## config.mk

```make
export PLATFORM = sky130hd
export DESIGN_NAME = flash_cmd_seq
export DESIGN_NICKNAME = d
export VERILOG_FILES = /design/src/rtl/fcs_pkg.sv /design/src/rtl/fcs_erase.sv /design/src/rtl/fcs_seq.sv /design/src/rtl/fcs_array.sv /design/src/rtl/fcs_query_rom.sv /design/src/rtl/flash_cmd_seq.sv
export SDC_FILE = /design/constraint.sdc
export NUM_CORES = 1
export LEC_CHECK = 0
export BUFFER_PORTS_ARGS = -buffer_cell sky130_fd_sc_hd__buf_2
export CAP_MARGIN = 40
export CORE_ASPECT_RATIO = 1.5
export CORE_MARGIN = 8
export CORE_UTILIZATION = 55
export DETAILED_ROUTE_END_ITERATION = 12
export GPL_TIMING_DRIVEN = 0
export HOLD_SLACK_MARGIN = 0.08
export PLACE_DENSITY = 0.72
export SLEW_MARGIN = 40
export SYNTH_ARGS = -nofsm -noshare
export SYNTH_HDL_FRONTEND = slang
export SYNTH_SLANG_ARGS = --single-unit
```

## constraint.sdc

```tcl
create_clock -name clk -period 7.8 [get_ports clk]
set_clock_uncertainty 0.1 [all_clocks]
set_input_delay 0.78 -clock clk [delete_from_list [all_inputs] [get_ports clk]]
set_output_delay 0.78 -clock clk [all_outputs]
set_load 0.02 [all_outputs]
```

## src/rtl/fcs_pkg.sv

```systemverilog
package fcs_pkg;
  typedef enum logic [1:0] {
    CYC_IDLE    = 2'd0,
    CYC_ARG     = 2'd1,
    CYC_DATA    = 2'd2,
    CYC_CONFIRM = 2'd3
  } cyc_e;

  typedef enum logic [1:0] {
    RS_ARRAY  = 2'd0,
    RS_STATUS = 2'd1,
    RS_IDENT  = 2'd2,
    RS_TABLE  = 2'd3
  } rsel_e;

  localparam logic [7:0] OP_NULL   = 8'h00;
  localparam logic [7:0] OP_UNLK   = 8'h01;
  localparam logic [7:0] OP_PROG_A = 8'h10;
  localparam logic [7:0] OP_ERASE  = 8'h20;
  localparam logic [7:0] OP_PROG_B = 8'h40;
  localparam logic [7:0] OP_CLEAR  = 8'h50;
  localparam logic [7:0] OP_LOCK   = 8'h60;
  localparam logic [7:0] OP_STAT   = 8'h70;
  localparam logic [7:0] OP_IDENT  = 8'h90;
  localparam logic [7:0] OP_TABLE  = 8'h98;
  localparam logic [7:0] OP_GO     = 8'hD0;
  localparam logic [7:0] OP_BURST  = 8'hE8;
  localparam logic [7:0] OP_ARRAY  = 8'hFF;

  localparam int TABLE_LEN = 64;
endpackage

```

## src/rtl/fcs_erase.sv

```systemverilog
module fcs_erase #(
  parameter int IDX_W = 6,
  parameter int SEC_W = 4
) (
  input  logic             clk,
  input  logic             rst,
  input  logic             start,
  input  logic [IDX_W-1:0] at_idx,
  output logic             busy,
  output logic             done,
  output logic             we,
  output logic [IDX_W-1:0] widx
);
  localparam int SEL_W = IDX_W - SEC_W;

  logic [SEL_W-1:0] sec_q;
  logic [SEC_W-1:0] step_q;

  always_ff @(posedge clk) begin
    if (rst) begin
      busy   <= 1'b0;
      sec_q  <= '0;
      step_q <= '0;
    end else if (start && !busy) begin
      busy   <= 1'b1;
      sec_q  <= at_idx[IDX_W-1:SEC_W];
      step_q <= '0;
    end else if (busy) begin
      step_q <= step_q + 1'b1;
      if (step_q == {SEC_W{1'b1}}) busy <= 1'b0;
    end
  end

  assign we   = busy;
  assign widx = {sec_q, step_q};
  assign done = busy && (step_q == {SEC_W{1'b1}});
endmodule

```

## src/rtl/fcs_seq.sv

```systemverilog
module fcs_seq
  import fcs_pkg::*;
#(
  parameter int CNT_W = 4
) (
  input  logic       clk,
  input  logic       rst,
  input  logic       wr_en,
  input  logic [7:0] wbyte,
  input  logic       erase_busy,
  input  logic       erase_done,
  output cyc_e       cyc,
  output logic [7:0] cmd,
  output logic [7:0] status,
  output logic       data_we,
  output logic       erase_start
);
  logic [CNT_W-1:0] left_q;
  logic             take;
  logic             is_prog;

  assign take    = wr_en && !erase_busy;
  assign is_prog = (cmd == OP_PROG_A) || (cmd == OP_PROG_B);

  always_comb begin
    data_we     = 1'b0;
    erase_start = 1'b0;
    if (take) begin
      case (cyc)
        CYC_IDLE: erase_start = (wbyte == OP_ERASE);
        CYC_ARG:  data_we     = is_prog;
        CYC_DATA: data_we     = (cmd == OP_BURST);
        default:  data_we     = 1'b0;
      endcase
    end
  end

  always_ff @(posedge clk) begin
    if (rst) begin
      cyc    <= CYC_IDLE;
      cmd    <= OP_NULL;
      status <= 8'h00;
      left_q <= '0;
    end else begin
      if (erase_done) status[7] <= 1'b1;
      if (take) begin
        case (cyc)
          CYC_IDLE: begin
            case (wbyte)
              OP_PROG_A, OP_PROG_B, OP_LOCK, OP_TABLE: begin
                cyc <= CYC_ARG;
                cmd <= wbyte;
              end
              OP_ERASE: begin
                cyc       <= CYC_ARG;
                cmd       <= wbyte;
                status[7] <= 1'b0;
              end
              OP_BURST: begin
                cyc       <= CYC_ARG;
                cmd       <= wbyte;
                status[7] <= 1'b1;
              end
              OP_STAT, OP_IDENT: cmd <= wbyte;
              OP_CLEAR: begin
                status <= 8'h00;
                cmd    <= OP_NULL;
              end
              default: cmd <= OP_NULL;
            endcase
          end
          CYC_ARG: begin
            case (cmd)
              OP_PROG_A, OP_PROG_B: begin
                status[7] <= 1'b1;
                cyc       <= CYC_IDLE;
              end
              OP_ERASE: begin
                cyc <= CYC_IDLE;
                if (wbyte != OP_GO) cmd <= OP_NULL;
              end
              OP_BURST: begin
                left_q <= wbyte[CNT_W-1:0];
                cyc    <= CYC_DATA;
              end
              OP_LOCK: begin
                cyc <= CYC_IDLE;
                if (wbyte == OP_GO || wbyte == OP_UNLK) status[7] <= 1'b1;
                else cmd <= OP_NULL;
              end
              OP_TABLE: begin
                if (wbyte == OP_ARRAY) begin
                  cyc <= CYC_IDLE;
                  cmd <= OP_NULL;
                end
              end
              default: begin
                cyc <= CYC_IDLE;
                cmd <= OP_NULL;
              end
            endcase
          end
          CYC_DATA: begin
            if (cmd == OP_BURST) begin
              status[7] <= 1'b1;
              left_q    <= left_q - 1'b1;
              if (left_q == '0) cyc <= CYC_CONFIRM;
            end else begin
              cyc <= CYC_IDLE;
              cmd <= OP_NULL;
            end
          end
          default: begin
            cyc <= CYC_IDLE;
            if (cmd == OP_BURST && wbyte == OP_GO) status[7] <= 1'b1;
            else cmd <= OP_NULL;
          end
        endcase
      end
    end
  end
endmodule

```

## src/rtl/fcs_array.sv

```systemverilog
module fcs_array #(
  parameter int DATA_W = 16,
  parameter int DEPTH  = 64,
  parameter int IDX_W  = 6,
  parameter bit REG_RD = 1'b1
) (
  input  logic              clk,
  input  logic              we,
  input  logic [IDX_W-1:0]  widx,
  input  logic [DATA_W-1:0] wdata,
  input  logic              rd_en,
  input  logic [IDX_W-1:0]  ridx,
  output logic [DATA_W-1:0] rdata
);
  logic [DATA_W-1:0] mem [DEPTH];

  always_ff @(posedge clk) begin
    if (we) mem[widx] <= wdata;
  end

  generate
    if (REG_RD) begin : g_sync
      always_ff @(posedge clk) begin
        if (rd_en) rdata <= mem[ridx];
      end
    end else begin : g_async
      assign rdata = mem[ridx];
    end
  endgenerate
endmodule

```

## src/rtl/fcs_query_rom.sv

```systemverilog
module fcs_query_rom
  import fcs_pkg::*;
#(
  parameter int TOTAL_BYTES  = 128,
  parameter int NUM_SECTORS  = 4,
  parameter int SECTOR_BYTES = 32,
  parameter int BUF_BYTES    = 32
) (
  input  logic [7:0] off,
  output logic [7:0] val
);
  localparam int LAST_SEC = NUM_SECTORS - 1;

  always_comb begin
    val = 8'h00;
    if (int'(off) < TABLE_LEN) begin
      case (off)
        8'h10: val = 8'h51;
        8'h11: val = 8'h52;
        8'h12: val = 8'h59;
        8'h13: val = 8'h01;
        8'h15: val = 8'h31;
        8'h1B: val = 8'h45;
        8'h1C: val = 8'h55;
        8'h1F: val = 8'h07;
        8'h20: val = 8'h07;
        8'h21: val = 8'h0A;
        8'h23: val = 8'h04;
        8'h24: val = 8'h04;
        8'h25: val = 8'h04;
        8'h27: val = 8'($clog2(TOTAL_BYTES));
        8'h28: val = 8'h02;
        8'h2A: val = 8'($clog2(BUF_BYTES));
        8'h2C: val = 8'h01;
        8'h2D: val = 8'(LAST_SEC);
        8'h2E: val = 8'(LAST_SEC >> 8);
        8'h2F: val = 8'(SECTOR_BYTES >> 8);
        8'h30: val = 8'(SECTOR_BYTES >> 16);
        8'h31: val = 8'h50;
        8'h32: val = 8'h52;
        8'h33: val = 8'h49;
        8'h34: val = 8'h31;
        8'h35: val = 8'h31;
        default: val = 8'h00;
      endcase
    end
  end
endmodule

```

## src/rtl/flash_cmd_seq.sv

```systemverilog
module flash_cmd_seq
  import fcs_pkg::*;
#(
  parameter int          DATA_W       = 16,
  parameter int          SECTOR_WORDS = 16,
  parameter int          NUM_SECTORS  = 4,
  parameter int          CNT_W        = 4,
  parameter int          ADDR_W       = 8,
  parameter bit          REG_RD       = 1'b1,
  parameter logic [15:0] MFR_CODE     = 16'h00C2,
  parameter logic [15:0] DEV_CODE     = 16'h22A7
) (
  input  logic              clk,
  input  logic              rst,
  input  logic              wr_en,
  input  logic              rd_en,
  input  logic [ADDR_W-1:0] addr,
  input  logic [DATA_W-1:0] wdata,
  input  logic              big_endian,
  output logic [DATA_W-1:0] rdata
);
  localparam int BYTES   = DATA_W / 8;
  localparam int LANE_SH = $clog2(BYTES);
  localparam int WORDS   = SECTOR_WORDS * NUM_SECTORS;
  localparam int IDX_W   = $clog2(WORDS);
  localparam int SEC_W   = $clog2(SECTOR_WORDS);
  localparam int TOTAL_B = WORDS * BYTES;
  localparam int BUF_B   = (2 ** CNT_W) * BYTES;

  function automatic logic [DATA_W-1:0] lane_flip(input logic [DATA_W-1:0] v);
    logic [DATA_W-1:0] r;
    for (int b = 0; b < BYTES; b++) r[8*b +: 8] = v[8*(BYTES-1-b) +: 8];
    return r;
  endfunction

  logic [IDX_W-1:0]  word_idx;
  logic [7:0]        woff;
  logic [DATA_W-1:0] wdata_mem;

  assign word_idx  = addr[LANE_SH +: IDX_W];
  assign woff      = addr[7:0] >> LANE_SH;
  assign wdata_mem = big_endian ? lane_flip(wdata) : wdata;

  cyc_e             seq_cyc;
  logic [7:0]       seq_cmd;
  logic [7:0]       seq_status;
  logic             seq_data_we;
  logic             seq_erase_go;
  logic             er_busy;
  logic             er_done;
  logic             er_we;
  logic [IDX_W-1:0] er_idx;

  fcs_seq #(.CNT_W(CNT_W)) u_seq (
    .clk(clk), .rst(rst), .wr_en(wr_en), .wbyte(wdata[7:0]),
    .erase_busy(er_busy), .erase_done(er_done),
    .cyc(seq_cyc), .cmd(seq_cmd), .status(seq_status),
    .data_we(seq_data_we), .erase_start(seq_erase_go)
  );

  fcs_erase #(.IDX_W(IDX_W), .SEC_W(SEC_W)) u_erase (
    .clk(clk), .rst(rst), .start(seq_erase_go), .at_idx(word_idx),
    .busy(er_busy), .done(er_done), .we(er_we), .widx(er_idx)
  );

  logic              mem_we;
  logic [IDX_W-1:0]  mem_widx;
  logic [DATA_W-1:0] mem_wdata;
  logic [DATA_W-1:0] mem_q;

  assign mem_we    = er_we | seq_data_we;
  assign mem_widx  = er_we ? er_idx : word_idx;
  assign mem_wdata = er_we ? {DATA_W{1'b1}} : wdata_mem;

  fcs_array #(.DATA_W(DATA_W), .DEPTH(WORDS), .IDX_W(IDX_W), .REG_RD(REG_RD)) u_mem (
    .clk(clk), .we(mem_we), .widx(mem_widx), .wdata(mem_wdata),
    .rd_en(rd_en), .ridx(word_idx), .rdata(mem_q)
  );

  logic [7:0] tab_byte;

  fcs_query_rom #(
    .TOTAL_BYTES(TOTAL_B), .NUM_SECTORS(NUM_SECTORS),
    .SECTOR_BYTES(SECTOR_WORDS * BYTES), .BUF_BYTES(BUF_B)
  ) u_rom (.off(woff), .val(tab_byte));

  rsel_e             rsel;
  logic [DATA_W-1:0] side_val;

  always_comb begin
    case (seq_cmd)
      OP_NULL:  rsel = RS_ARRAY;
      OP_IDENT: rsel = RS_IDENT;
      OP_TABLE: rsel = RS_TABLE;
      default:  rsel = RS_STATUS;
    endcase
    case (rsel)
      RS_STATUS: side_val = DATA_W'(seq_status);
      RS_IDENT: begin
        if (woff == 8'd0)      side_val = DATA_W'(MFR_CODE);
        else if (woff == 8'd1) side_val = DATA_W'(DEV_CODE);
        else                   side_val = '0;
      end
      RS_TABLE: side_val = DATA_W'(tab_byte);
      default:  side_val = '0;
    endcase
  end

  generate
    if (REG_RD) begin : g_rq
      logic              arr_q;
      logic              be_q;
      logic [DATA_W-1:0] side_q;
      always_ff @(posedge clk) begin
        if (rst) begin
          arr_q  <= 1'b0;
          be_q   <= 1'b0;
          side_q <= '0;
        end else if (rd_en) begin
          arr_q  <= (rsel == RS_ARRAY);
          be_q   <= big_endian;
          side_q <= side_val;
        end
      end
      assign rdata = arr_q ? (be_q ? lane_flip(mem_q) : mem_q) : side_q;
    end else begin : g_rc
      assign rdata = (rsel == RS_ARRAY) ? (big_endian ? lane_flip(mem_q) : mem_q) : side_val;
    end
  endgenerate
endmodule

```

==> impl_metrics.yaml <==
floorplan:
  io_pins: 45
  core-area_um2: 76200
  die_h_um: 356
  die-area_um2: 86200
  die_w_um: 242
  initial_utilization_pct: 55.5
  rows: 124
cts:
  insertion_delay_ps: 680
  clk_pin_slew_worst_paths_ps: 60
  cts_tree: "built"
  cts-root-buf: "clkbuf_16"
  cts.htree.levels: 3
  cts_buffers: 92
  cts_hold_buf: 0
  cts.path.max_buffers: 3
  post_cts_resized: 0
  cts_sinks: 1073
  postCtsSetupRepairBufs: 0
timing:
  setup_viol: 0
  max_slew_margin_pct: 34.1
  rsz0062_at_grt: "no"
  setup-tns-final_ps: 0
  drv_slew: 0
  max_freq_mhz: 234
  fin_crit_ps: 4280
  hold_viol: 0
  timing.final.crit_share_pct: 54.8
  setup_slack_ps: 3520
  tightest_slew_ps: 982
  holdWs_ps: 355
critical_path:
  cp_common_cell: "buf_2"
  path_buf_inv: 9
  crit_path_start_kind: "input port"
  path_max_fanout: 10
  worstSetupPathType: "input port to register"
  worstPathCellList: "buf_2 > buf_2 > buf_2 > buf_2 > inv_1 > o32a_1 > clkbuf_2 > nor3_2 > buf_4 > buf_2 > buf_2"
  critPathSlowestCell: "nor3_2"
  cp_top_family: "buffers and inverters"
  cp.arrival_ps: 4540
  max_stage_delay_ps: 560
  worst_ep_required_time_ps: 8070
  cp-end-kind: "register"
logic_synthesis:
  yosys_most_used_dff: "edfxtp_1"
  yosys_warnings: 0
  synth_seq_cells: 1073
  syn_inst: 2095
  syn_avg_cell_area_um2: 20.2
  syn_nets: 2138
  ys_seq_area_share_pct: 75.4
  synth_edf_count: 1040
  syn_area_um2: 42300
  synth.distinct_cells: 59
  synthArstFlopShare_pct: 0
drt:
  vias_per_cell: 6.73
  routedWlPerCell_um: 34.4
  wirelength_um: 120000
  drtPass1Iterations: 8
  drtIter0Drc: 2990
  dr_total_vias: 23500
  postRouteAntennaNets: 0
  drc_errors: 0
global_route:
  antenna_found_initial: 9
  track_usage_pct: 27.6
  grt_max_degree: 53
  grt_overflow: 0
  grt_pass1_wl_um: 170000
  grt_pass1_vias: 23900
placed_design:
  post_dp_cell_area_um2: 45600
  gp_congestion: 0.962
  portBuffers: 39
  placed_cells: 3320
  dp_hpwl_um: 85900
  preCtsSetupSlack_ps: 2910
power_and_ir_drop:
  pwr-share-comb_pct: 6.5
  intPower_w: 0.00921
  seqPwrFrac_pct: 54.1
  switching_share_pct: 21.9
  p_per_area_nw_per_um2: 242
  p_leak_nw: 15.6
  power.switching_w: 0.00258
  clkPwrFrac_pct: 39.5
  vdd_ir_drop_max_uv: 178
finish:
  fin_nets: 2449
  fin_area_um2: 48700
  stdcell_count: 3495
  drive_above_1_share_pct: 31.1
  final_common_cell: "edfxtp_1"
  final_cell_mix: "edfxtp_1, mux4_2, buf_2, buf_4, clkbuf_16"
  area_growth_pct: 15.0
outcome:
  status: "complete, no violations"
hold_path:
  hold_class: "input port to register"
flow_run:
  drv_cap: 0
## synthesized netlist by cell type, types with 15 or more instances
cell	count	share of area, %
buf_2	18	0.21
clkbuf_1	72	0.64
dfxtp_1	33	1.6
nor3_1	74	0.88
edfxtp_1	1040	74
a21oi_1	79	0.93
o21ai_0	31	0.37
nand2_1	61	0.54
a22oi_1	94	1.7
nor2_1	59	0.52
mux2i_1	43	1.0
buf_4	15	0.27
nor2b_1	15	0.22
o22ai_1	21	0.31
mux4_2	260	14
inv_1	15	0.13
## worst reg2reg max path, delay by kind of cell (launching register included)
kind                   cells  cell delay, ps
buffers and inverters      3            1010
DFF                        1             440
AOI/OAI and AO/OA          2             790
and+or+nand+nor            3            1510
## cells by family after synthesis
family	after synthesis	synth area share [%]
AOI/OAI and AO/OA	281	4.31
xor gates and xnor gates	4	0.0828
adders and majority gates	15	0.438
buffers and inverters	142	1.59
DFF	1073	75.4
muxes	307	15.0
and+or+nand+nor	273	3.23
## registers in the layout, summed over array words and instances, names as in the netlist
signal	cells
u_seq.cyc	2
u_seq.status	1
u_seq.left_q	4
u_seq.cmd	8
u_erase.busy	1
u_erase.step_q	4
u_mem.mem	1024
u_mem.rdata	16
g_rq.arr_q	1
u_erase.sec_q	2
g_rq.side_q	9
g_rq.be_q	1
## routing by layer
metal  GRT usage [%]  routed length [um]  share of wire (%)  vias up
li1                -                   -                  -     9399
met1            31.3               39400                 33    12300
met2            46.8               60400                 50     1481
met5               0                  10             0.0083        -
met3            4.77                9920                8.3      385
met4            21.1               10400                8.6        2
## power groups by stage
stage	clock network, W	logic [W]	registers, W
2_1_floorplan	0	0.000398	0.00651
3_3_place_gp	0	0.000675	0.00653
3_5_place_dp	0	0.000744	0.00650
4_1_cts	0.00468	0.000747	0.00638
5_1_grt	0.00489	0.000782	0.00637
6_report	0.00465	0.000763	0.00638
## final cells by class
class	instances	area, um^2
antenna	6	15.0
buffer	127	653
clock buffer	110	2430
clock inverter	59	596
fill	5023	27500
inverter	15	56.3
multi-input combinational	880	10200
sequential	1073	31900
tap	1008	1260
timing repair buffer	217	1560
## metrics by stage
step / utilization, % / total power, W
final: 63.9 / 0.0118
after global routing: 63.9 / 0.0120
after CTS: 63.9 / 0.0118
after detailed placement: 59.9 / 0.00725
after global placement: 57.4 / 0.00720
after floorplan: - / 0.00691
## path summary, 6_finish.rpt
path | cells after the start | endpoint | from | slack [ps]
min reg2reg | 2 | g_rq.side_q[9] | g_rq.side_q[9] | 360
min | 3 | u_seq.cmd[7] | rst | 350
max | 11 | u_mem.mem[3][6] | addr[2] | 3520
max reg2reg | 8 | u_mem.mem[54][7] | u_seq.cmd[3] | 3620
(Power assumes the default switching activity.)
